## config.mk

```make
export PLATFORM = sky130hd
export DESIGN_NAME = sport_apb
export DESIGN_NICKNAME = d
export VERILOG_FILES = /design/src/rtl/sport_pkg.sv /design/src/rtl/sport_tick.sv /design/src/rtl/sport_tx.sv /design/src/rtl/sport_rx.sv /design/src/rtl/sport_apb.sv
export SDC_FILE = /design/constraint.sdc
export NUM_CORES = 1
export LEC_CHECK = 0
export BUFFER_PORTS_ARGS = -buffer_cell sky130_fd_sc_hd__buf_2
export CAP_MARGIN = 20
export CORE_UTILIZATION = 52
export DETAILED_ROUTE_END_ITERATION = 12
export GPL_ROUTABILITY_DRIVEN = 0
export GPL_TIMING_DRIVEN = 0
export MAX_ROUTING_LAYER = met4
export PLACE_DENSITY = 0.89
export SLEW_MARGIN = 20
export SYNTH_ARGS = -nofsm -noshare
export SYNTH_HDL_FRONTEND = slang
export SYNTH_SLANG_ARGS = --single-unit
```

## constraint.sdc

```tcl
create_clock -name clk -period 2.2 [get_ports clk]
set_clock_uncertainty 0.15 [all_clocks]
set_input_delay 0.22 -clock clk [delete_from_list [all_inputs] [get_ports clk]]
set_output_delay 0.22 -clock clk [all_outputs]
set_load 0.03 [all_outputs]
```

## src/rtl/sport_pkg.sv

```systemverilog
package sport_pkg;

   // frame sequencer states shared by both engines
   typedef enum logic [2:0] {
      FR_IDLE,
      FR_START,
      FR_DATA,
      FR_PAR,
      FR_STOP,
      FR_HOLD
   } frame_st_t;

   // register word index (byte offset bits 3:2)
   localparam logic [1:0] REG_DATA = 2'd0;
   localparam logic [1:0] REG_STAT = 2'd1;
   localparam logic [1:0] REG_CTRL = 2'd2;
   localparam logic [1:0] REG_SCAL = 2'd3;

   // control byte, MSB first
   typedef struct packed {
      logic loop_en;
      logic flow_en;
      logic par_en;
      logic par_odd;
      logic tx_ie;
      logic rx_ie;
      logic tx_en;
      logic rx_en;
   } ctrl_t;

endpackage

```

## src/rtl/sport_tick.sv

```systemverilog
module sport_tick #(
   parameter int unsigned SCALER_W = 12
)(
   input  logic                clk,
   input  logic                rst_n,
   input  logic [SCALER_W-1:0] reload,
   output logic                tick
);

   logic [SCALER_W-1:0] cnt;

   always_ff @(posedge clk or negedge rst_n) begin
      if (!rst_n)
         cnt <= '0;
      else if (cnt == '0)
         cnt <= reload;
      else
         cnt <= cnt - 1'b1;
   end

   assign tick = (cnt == '0);

endmodule

```

## src/rtl/sport_tx.sv

```systemverilog
module sport_tx
   import sport_pkg::*;
#(
   parameter int unsigned OVERSAMPLE = 8
)(
   input  logic       clk,
   input  logic       rst_n,
   input  logic       tick,
   input  logic       load,
   input  logic [7:0] din,
   input  logic       par_en,
   input  logic       par_odd,
   output logic       line,
   output logic       busy
);

   localparam int unsigned PH_W = $clog2(OVERSAMPLE);
   localparam logic [PH_W-1:0] PH_LAST = PH_W'(OVERSAMPLE - 1);

   frame_st_t       st;
   logic [PH_W-1:0] ph;
   logic [2:0]      bitn;
   logic [7:0]      sh;
   logic            pb;

   always_ff @(posedge clk or negedge rst_n) begin
      if (!rst_n) begin
         st   <= FR_IDLE;
         ph   <= '0;
         bitn <= '0;
         sh   <= '0;
         pb   <= 1'b0;
      end else if (st == FR_IDLE) begin
         if (load) begin
            st   <= FR_START;
            ph   <= '0;
            bitn <= '0;
            sh   <= din;
            pb   <= (^din) ^ par_odd;
         end
      end else if (tick) begin
         if (ph != PH_LAST) begin
            ph <= ph + 1'b1;
         end else begin
            ph <= '0;
            case (st)
               FR_START: st <= FR_DATA;
               FR_DATA: begin
                  sh   <= sh >> 1;
                  bitn <= bitn + 1'b1;
                  if (bitn == 3'd7)
                     st <= par_en ? FR_PAR : FR_STOP;
               end
               FR_PAR:  st <= FR_STOP;
               default: st <= FR_IDLE;
            endcase
         end
      end
   end

   always_comb begin
      case (st)
         FR_START: line = 1'b0;
         FR_DATA:  line = sh[0];
         FR_PAR:   line = pb;
         default:  line = 1'b1;
      endcase
   end

   assign busy = (st != FR_IDLE);

endmodule

```

## src/rtl/sport_rx.sv

```systemverilog
module sport_rx
   import sport_pkg::*;
#(
   parameter int unsigned OVERSAMPLE = 8
)(
   input  logic       clk,
   input  logic       rst_n,
   input  logic       tick,
   input  logic       line,
   input  logic       enable,
   input  logic       par_en,
   input  logic       par_odd,
   output logic       done,
   output logic [7:0] dout,
   output logic       perr,
   output logic       ferr,
   output logic       brk
);

   localparam int unsigned PH_W = $clog2(OVERSAMPLE);
   localparam logic [PH_W-1:0] PH_LAST = PH_W'(OVERSAMPLE - 1);
   localparam logic [PH_W-1:0] PH_MID  = PH_W'(OVERSAMPLE / 2 - 1);

   frame_st_t       st;
   logic [PH_W-1:0] ph;
   logic [2:0]      bitn;
   logic [7:0]      sh;
   logic            pb;
   logic            all_low;

   // data, parity (if any) all zero: candidate break
   assign all_low = (sh == 8'h00) && (!par_en || !pb);

   always_ff @(posedge clk or negedge rst_n) begin
      if (!rst_n) begin
         st   <= FR_IDLE;
         ph   <= '0;
         bitn <= '0;
         sh   <= '0;
         pb   <= 1'b0;
         done <= 1'b0;
         dout <= '0;
         perr <= 1'b0;
         ferr <= 1'b0;
         brk  <= 1'b0;
      end else begin
         done <= 1'b0;
         if (!enable) begin
            st <= FR_IDLE;
         end else begin
            case (st)
               FR_IDLE: begin
                  if (tick && !line) begin
                     st <= FR_START;
                     ph <= '0;
                  end
               end
               FR_HOLD: begin
                  if (line)
                     st <= FR_IDLE;
               end
               default: begin
                  if (tick) begin
                     if (ph == PH_MID) begin
                        case (st)
                           FR_START: if (line) st <= FR_IDLE;
                           FR_DATA:  sh <= {line, sh[7:1]};
                           FR_PAR:   pb <= line;
                           FR_STOP: begin
                              done <= 1'b1;
                              dout <= sh;
                              perr <= par_en && (pb != ((^sh) ^ par_odd));
                              ferr <= !line && !all_low;
                              brk  <= !line && all_low;
                              st   <= line ? FR_IDLE : FR_HOLD;
                           end
                           default: ;
                        endcase
                     end
                     if (ph != PH_LAST) begin
                        ph <= ph + 1'b1;
                     end else begin
                        ph <= '0;
                        case (st)
                           FR_START: begin
                              st   <= FR_DATA;
                              bitn <= '0;
                           end
                           FR_DATA: begin
                              bitn <= bitn + 1'b1;
                              if (bitn == 3'd7)
                                 st <= par_en ? FR_PAR : FR_STOP;
                           end
                           FR_PAR:  st <= FR_STOP;
                           default: ;
                        endcase
                     end
                  end
               end
            endcase
         end
      end
   end

endmodule

```

## src/rtl/sport_apb.sv

```systemverilog
module sport_apb
   import sport_pkg::*;
#(
   parameter int unsigned ADDR_W      = 5,
   parameter int unsigned DATA_W      = 32,
   parameter int unsigned SCALER_W    = 12,
   parameter int unsigned OVERSAMPLE  = 8,
   parameter int unsigned SYNC_STAGES = 2,
   parameter logic [SCALER_W-1:0] SCALER_RST = '0
)(
   input  logic              clk,
   input  logic              rst_n,
   input  logic              psel,
   input  logic              penable,
   input  logic              pwrite,
   input  logic [ADDR_W-1:0] paddr,
   input  logic [DATA_W-1:0] pwdata,
   output logic [DATA_W-1:0] prdata,
   input  logic              ser_in,
   output logic              ser_out,
   input  logic              peer_ready,
   output logic              local_ready,
   output logic              irq
);

   // elaboration-time parameter checks
   generate
      if (OVERSAMPLE < 4 || (OVERSAMPLE % 2) != 0) begin : g_bad_ovs
         $error("OVERSAMPLE must be even and at least 4");
      end
      if (SCALER_W < 2 || SCALER_W > DATA_W) begin : g_bad_scal
         $error("SCALER_W must lie between 2 and DATA_W");
      end
      if (ADDR_W < 4 || DATA_W < 8 || SYNC_STAGES < 1) begin : g_bad_bus
         $error("bus or synchronizer parameters too small");
      end
   endgenerate

   // bus decode
   logic       reg_hit;
   logic [1:0] word;
   logic       acc_wr, acc_rd;
   logic       wr_data, wr_ctrl, wr_scal, stat_wr, rd_data;

   assign reg_hit = ((paddr >> 4) == '0);
   assign word    = paddr[3:2];
   assign acc_wr  = psel && penable && pwrite && reg_hit;
   assign acc_rd  = psel && penable && !pwrite && reg_hit;
   assign wr_data = acc_wr && (word == REG_DATA);
   assign stat_wr = acc_wr && (word == REG_STAT);
   assign wr_ctrl = acc_wr && (word == REG_CTRL);
   assign wr_scal = acc_wr && (word == REG_SCAL);
   assign rd_data = acc_rd && (word == REG_DATA);

   logic unused_bits;
   assign unused_bits = ^{paddr[1:0], pwdata};

   // registers and flags
   ctrl_t               ctrl;
   logic [SCALER_W-1:0] scaler;
   logic [7:0]          thr;
   logic                thr_full;
   logic [7:0]          rbr;
   logic                dr, ov, fe, pe, brk_f;
   logic                flow_en;

   assign flow_en = ctrl.flow_en;

   // engine interconnect
   logic       tick;
   logic       tx_load, tx_busy, tx_line;
   logic       rx_src, rx_line;
   logic       rx_done, rx_perr, rx_ferr, rx_brk;
   logic [7:0] rx_byte;

   assign tx_load = ctrl.tx_en && thr_full && !tx_busy && (!ctrl.flow_en || peer_ready);

   sport_tick #(.SCALER_W(SCALER_W)) u_tick (
      .clk    (clk),
      .rst_n  (rst_n),
      .reload (scaler),
      .tick   (tick)
   );

   sport_tx #(.OVERSAMPLE(OVERSAMPLE)) u_tx (
      .clk     (clk),
      .rst_n   (rst_n),
      .tick    (tick),
      .load    (tx_load),
      .din     (thr),
      .par_en  (ctrl.par_en),
      .par_odd (ctrl.par_odd),
      .line    (tx_line),
      .busy    (tx_busy)
   );

   assign ser_out = tx_line;
   assign rx_src  = ctrl.loop_en ? tx_line : ser_in;

   // receive line synchronizer; depth picks the variant
   logic [SYNC_STAGES-1:0] sync_q;
   generate
      if (SYNC_STAGES == 1) begin : g_sync1
         always_ff @(posedge clk or negedge rst_n) begin
            if (!rst_n) sync_q <= '1;
            else        sync_q <= rx_src;
         end
      end else begin : g_syncn
         always_ff @(posedge clk or negedge rst_n) begin
            if (!rst_n) sync_q <= '1;
            else        sync_q <= {sync_q[SYNC_STAGES-2:0], rx_src};
         end
      end
   endgenerate
   assign rx_line = sync_q[SYNC_STAGES-1];

   sport_rx #(.OVERSAMPLE(OVERSAMPLE)) u_rx (
      .clk     (clk),
      .rst_n   (rst_n),
      .tick    (tick),
      .line    (rx_line),
      .enable  (ctrl.rx_en),
      .par_en  (ctrl.par_en),
      .par_odd (ctrl.par_odd),
      .done    (rx_done),
      .dout    (rx_byte),
      .perr    (rx_perr),
      .ferr    (rx_ferr),
      .brk     (rx_brk)
   );

   always_ff @(posedge clk or negedge rst_n) begin
      if (!rst_n) begin
         ctrl     <= '0;
         scaler   <= SCALER_RST;
         thr      <= '0;
         thr_full <= 1'b0;
         rbr      <= '0;
         dr       <= 1'b0;
         ov       <= 1'b0;
         fe       <= 1'b0;
         pe       <= 1'b0;
         brk_f    <= 1'b0;
      end else begin
         if (wr_ctrl) ctrl   <= ctrl_t'(pwdata[7:0]);
         if (wr_scal) scaler <= pwdata[SCALER_W-1:0];

         if (wr_data) begin
            thr      <= pwdata[7:0];
            thr_full <= 1'b1;
         end else if (tx_load) begin
            thr_full <= 1'b0;
         end

         if (rd_data) dr <= 1'b0;

         if (stat_wr) begin
            fe    <= 1'b0;
            pe    <= 1'b0;
            ov    <= 1'b0;
            brk_f <= 1'b0;
         end

         if (rx_done) begin
            if (rx_brk) begin
               brk_f <= 1'b1;
            end else if (dr && !rd_data) begin
               ov <= 1'b1;
            end else begin
               rbr <= rx_byte;
               dr  <= 1'b1;
               if (rx_perr) pe <= 1'b1;
               if (rx_ferr) fe <= 1'b1;
            end
         end
      end
   end

   // read mux
   always_comb begin
      prdata = '0;
      if (reg_hit) begin
         case (word)
            REG_DATA: prdata[7:0] = rbr;
            REG_STAT: prdata[6:0] = {fe, pe, ov, brk_f, !thr_full, !tx_busy, dr};
            REG_CTRL: prdata[7:0] = ctrl;
            default:  prdata[SCALER_W-1:0] = scaler;
         endcase
      end
   end

   assign local_ready = !(ctrl.flow_en && dr);
   assign irq         = (ctrl.rx_ie && dr) || (ctrl.tx_ie && !thr_full);

endmodule

```

==> summary.md <==
| Metric | Value |
|---|---|
| Sequential fraction of design power | 52.6% |
| Synth area leader | dfrtp_1 |
| Vias per cell | 5.55 |
| Worst-path clk slew | 0.10 ns |
| Slew Limit Fails | 0 |
| Ys flop type | dfrtp_1 |
| Tmin final | 2.24 ns |
| I/O Buffers | 36 |
| Drt wl/cell | 16.6 µm |
| Worst hold endpoint | dr |
| CTS root buf | clkbuf_8 |
| Die H | 103 µm |
| Most frequent cells in the layout | dfrtp_1, nand2_1, mux2_2 |
| Min-delay src | paddr[3] |
| Leakage | 2.98 nW |
| Yosys warning count | 0 |
| Switching pwr | 1.54 mW |
| Maximum vdd drop | 493 µV |
| Failing checks | setup timing |
| Hold Path Depth | 3 |
| Worst path arrival time | 1.87 ns |
| Ranking of synthesized cells by area | dfrtp_1, mux2_2, ha_1, o21ai_0, nand2_1 |
| Detailed Routing Iterations Pass 1 | 4 |
| Worst EP required | 1.83 ns |
| Yosys cell types | 55 |
| GRT Util Overall | 24.4% |
| Global route hottest layer | met2 |
| DPL Wire Length | 8060 µm |
| Maximum root-to-sink buffer count | 2 |
| Mapped Cells | 460 |
| Depth of the CTS H-tree | 3 |
| Pwr dens | 752 mW/mm² |
| Ant diodes | 0 |
| Reg2reg end | u_rx.dout[3] |
| RSZ-0062 raised after global routing | true |
| Crit. End Element | primary output |
| CP Class | reg -> out |
| Final instance area | 0.00626 mm² |
| Post-synthesis sequential element count | 104 |
| DR DRC count | 0 |
| Grt met2 use | 40.5% |
| Power share of the clock group | 24.5% |
| R2R Setup Slk | 0.05 ns |
| Worst r2r src | u_tick.cnt[3] |
| R2R cell count | 6 |
| # rows | 36 |
| Final hold vios | 0 |
| Vias in the first global route | 3869 |
| CTS tree | built |
| Final #Nets | 610 |
| Largest net degree at the start of global routing | 67 |
| Slew headroom | 50.7% |
| Maxcap violations | 0 |
| I/O pin count | 79 |
| Sw frac | 32.8% |
| Ratio of cells with drive above 1 in the final layout | 31.8% |
| Met3 Use GR | 3.63% |
| Initial core utilization | 54.1% |
| Hold crit path type | in -> reg |
| Fmax | 447 MHz |
| Clk sink count | 104 |
| Sequential-to-total area share from yosys stat | 48.8% |
| Slew @ Worst Pin | 0.737 ns |
| Core Region | 0.00986 mm² |
| Post-DP Area | 0.00579 mm² |
| Top cell type's share of synthesized area | 47.8% |
| Internal power | 3.17 mW |
| Commonest non-fill, non-tap cell in the layout | dfrtp_1 |
| Final WS setup | -0.0390 ns |
| Initial antenna violation count | 0 |
| Die Width | 103 µm |
| Area grow syn2layout | 17.4% |
| Final antenna-violating net count | 0 |
| Final setup fails | 1 |
| CP startpoint kind | flop |
| Fin crit share | 102% |
| Final wirelength | 11400 µm |
| First-pass GRT wire length | 18900 µm |
| CTS buffer count | 9 |
| Die area | 0.0107 mm² |
| Drt initial violations | 241 |
| Mapped cell area | 0.00534 mm² |
| Met1 Use GR | 30.9% |
| Status | finished with violations |
| Crit-path max FO | 9 |
| EDFF count, synth | 0 |
| Synthesized area per cell | 11.6 µm² |
| Comb power frac | 22.9% |
| Worst skew pair latency | 0.37 ns |
| Post-placement setup slack | -0.165 ns |
| Gr ovfl total | 0 |
| Post-synthesis async set-or-reset flop share | 100% |
| Total number of vias | 3825 |
worst max-delay path, stage by stage (launching register included):
cell and delay (ns):
dfrtp_1 0.37, buf_6 0.13, nor3_2 0.05, buf_4 0.14, mux4_2 0.44, nor2b_1 0.17
buf_4 0.20
cell families (layout without fill, tap and decap cells):
logic type	Yosys count	after routing	synth area share (%)
simple gates	122	122	12.7
flops	104	104	48.8
buf+inv	53	130	5.74
fa+ha+maj	15	15	3.52
compound gates	67	67	7.90
mux	77	77	17.8
xor+xnor	21	21	3.45
other cells	1	20	0.0703
how the worst max path moves through the flow:
| stage | start | to | cells after the start |
|---|---|---|---|
| floorplan | u_tick.cnt[2] | u_rx.dout[2] | 5 |
| finish | u_tx.st[0] | prdata[1] | 6 |
| global placement | rst_n | thr[3] | 1 |
| global route | u_tx.st[0] | prdata[1] | 6 |
| CTS | u_tx.st[1] | prdata[1] | 6 |
| detailed placement | u_tick.cnt[2] | u_rx.dout[3] | 5 |
through the flow:
stage	hold WS (ns)	power [mW]	setup TNS (ns)	cells	util (%)
global placement	0.212	3.40	-28.45	648	58.3
CTS	0.0370	4.64	-0.0189	684	62.7
finish	0.0474	4.71	-0.0390	689	63.5
global route	0.0858	4.94	-0.169	689	63.5
floorplan	-0.226	3.18	0	479	-
detailed placement	-0.00355	3.48	-1.62	649	58.7
repair_timing:
action	4_1_cts	5_1_grt
pin swaps	2	4
gates resized for setup	8	11
setup endpoints to repair	22	23
setup buffers	4	5
endpoints found under the hold margin	129	0
cloned	0	0
hold buffers	15	0
final cells by class:
cell class / instances / area (µm²)
fill: 725 / 3600
sequential: 104 / 2610
multi-input combinational: 322 / 2540
timing repair buffer: 61 / 438
buffer: 38 / 265
tap: 133 / 166
clock buffer: 10 / 138
inverter: 15 / 56.3
clock inverter: 6 / 51.3
cell usage after synthesis, types with 12 or more instances:
library cell	count
buf_4	22
mux2i_1	15
dfrtp_1	102
ha_1	15
nor3_1	12
mux2_2	49
nor2_1	18
inv_1	15
nor2b_1	12
nand2_1	45
o21ai_0	34
xnor2_1	16
registers in the layout (all words and copies together) (netlist names), 7 cells and up:
signal and count:
scaler 12, u_tick.cnt 12, rbr 8, thr 8, u_rx.dout 8, u_rx.sh 8, u_tx.sh 8, ctrl 7
per-layer routing:
metal | share of wire [%] | wire length (µm)
met2 | 50 | 5730
met5 | 0 | 0
met1 | 43 | 4970
met3 | 4.4 | 508
met4 | 2.0 | 225
power by group through the flow:
stage | Sequential [mW] | Combinational, mW | Clock, mW
detailed placement | 2.50 | 0.983 | 0
global route | 2.51 | 1.19 | 1.24
CTS | 2.46 | 1.02 | 1.16
global placement | 2.47 | 0.931 | 0
finish | 2.48 | 1.08 | 1.15
floorplan | 2.40 | 0.774 | 0
Note: power is estimated with default switching activity, not from simulation.
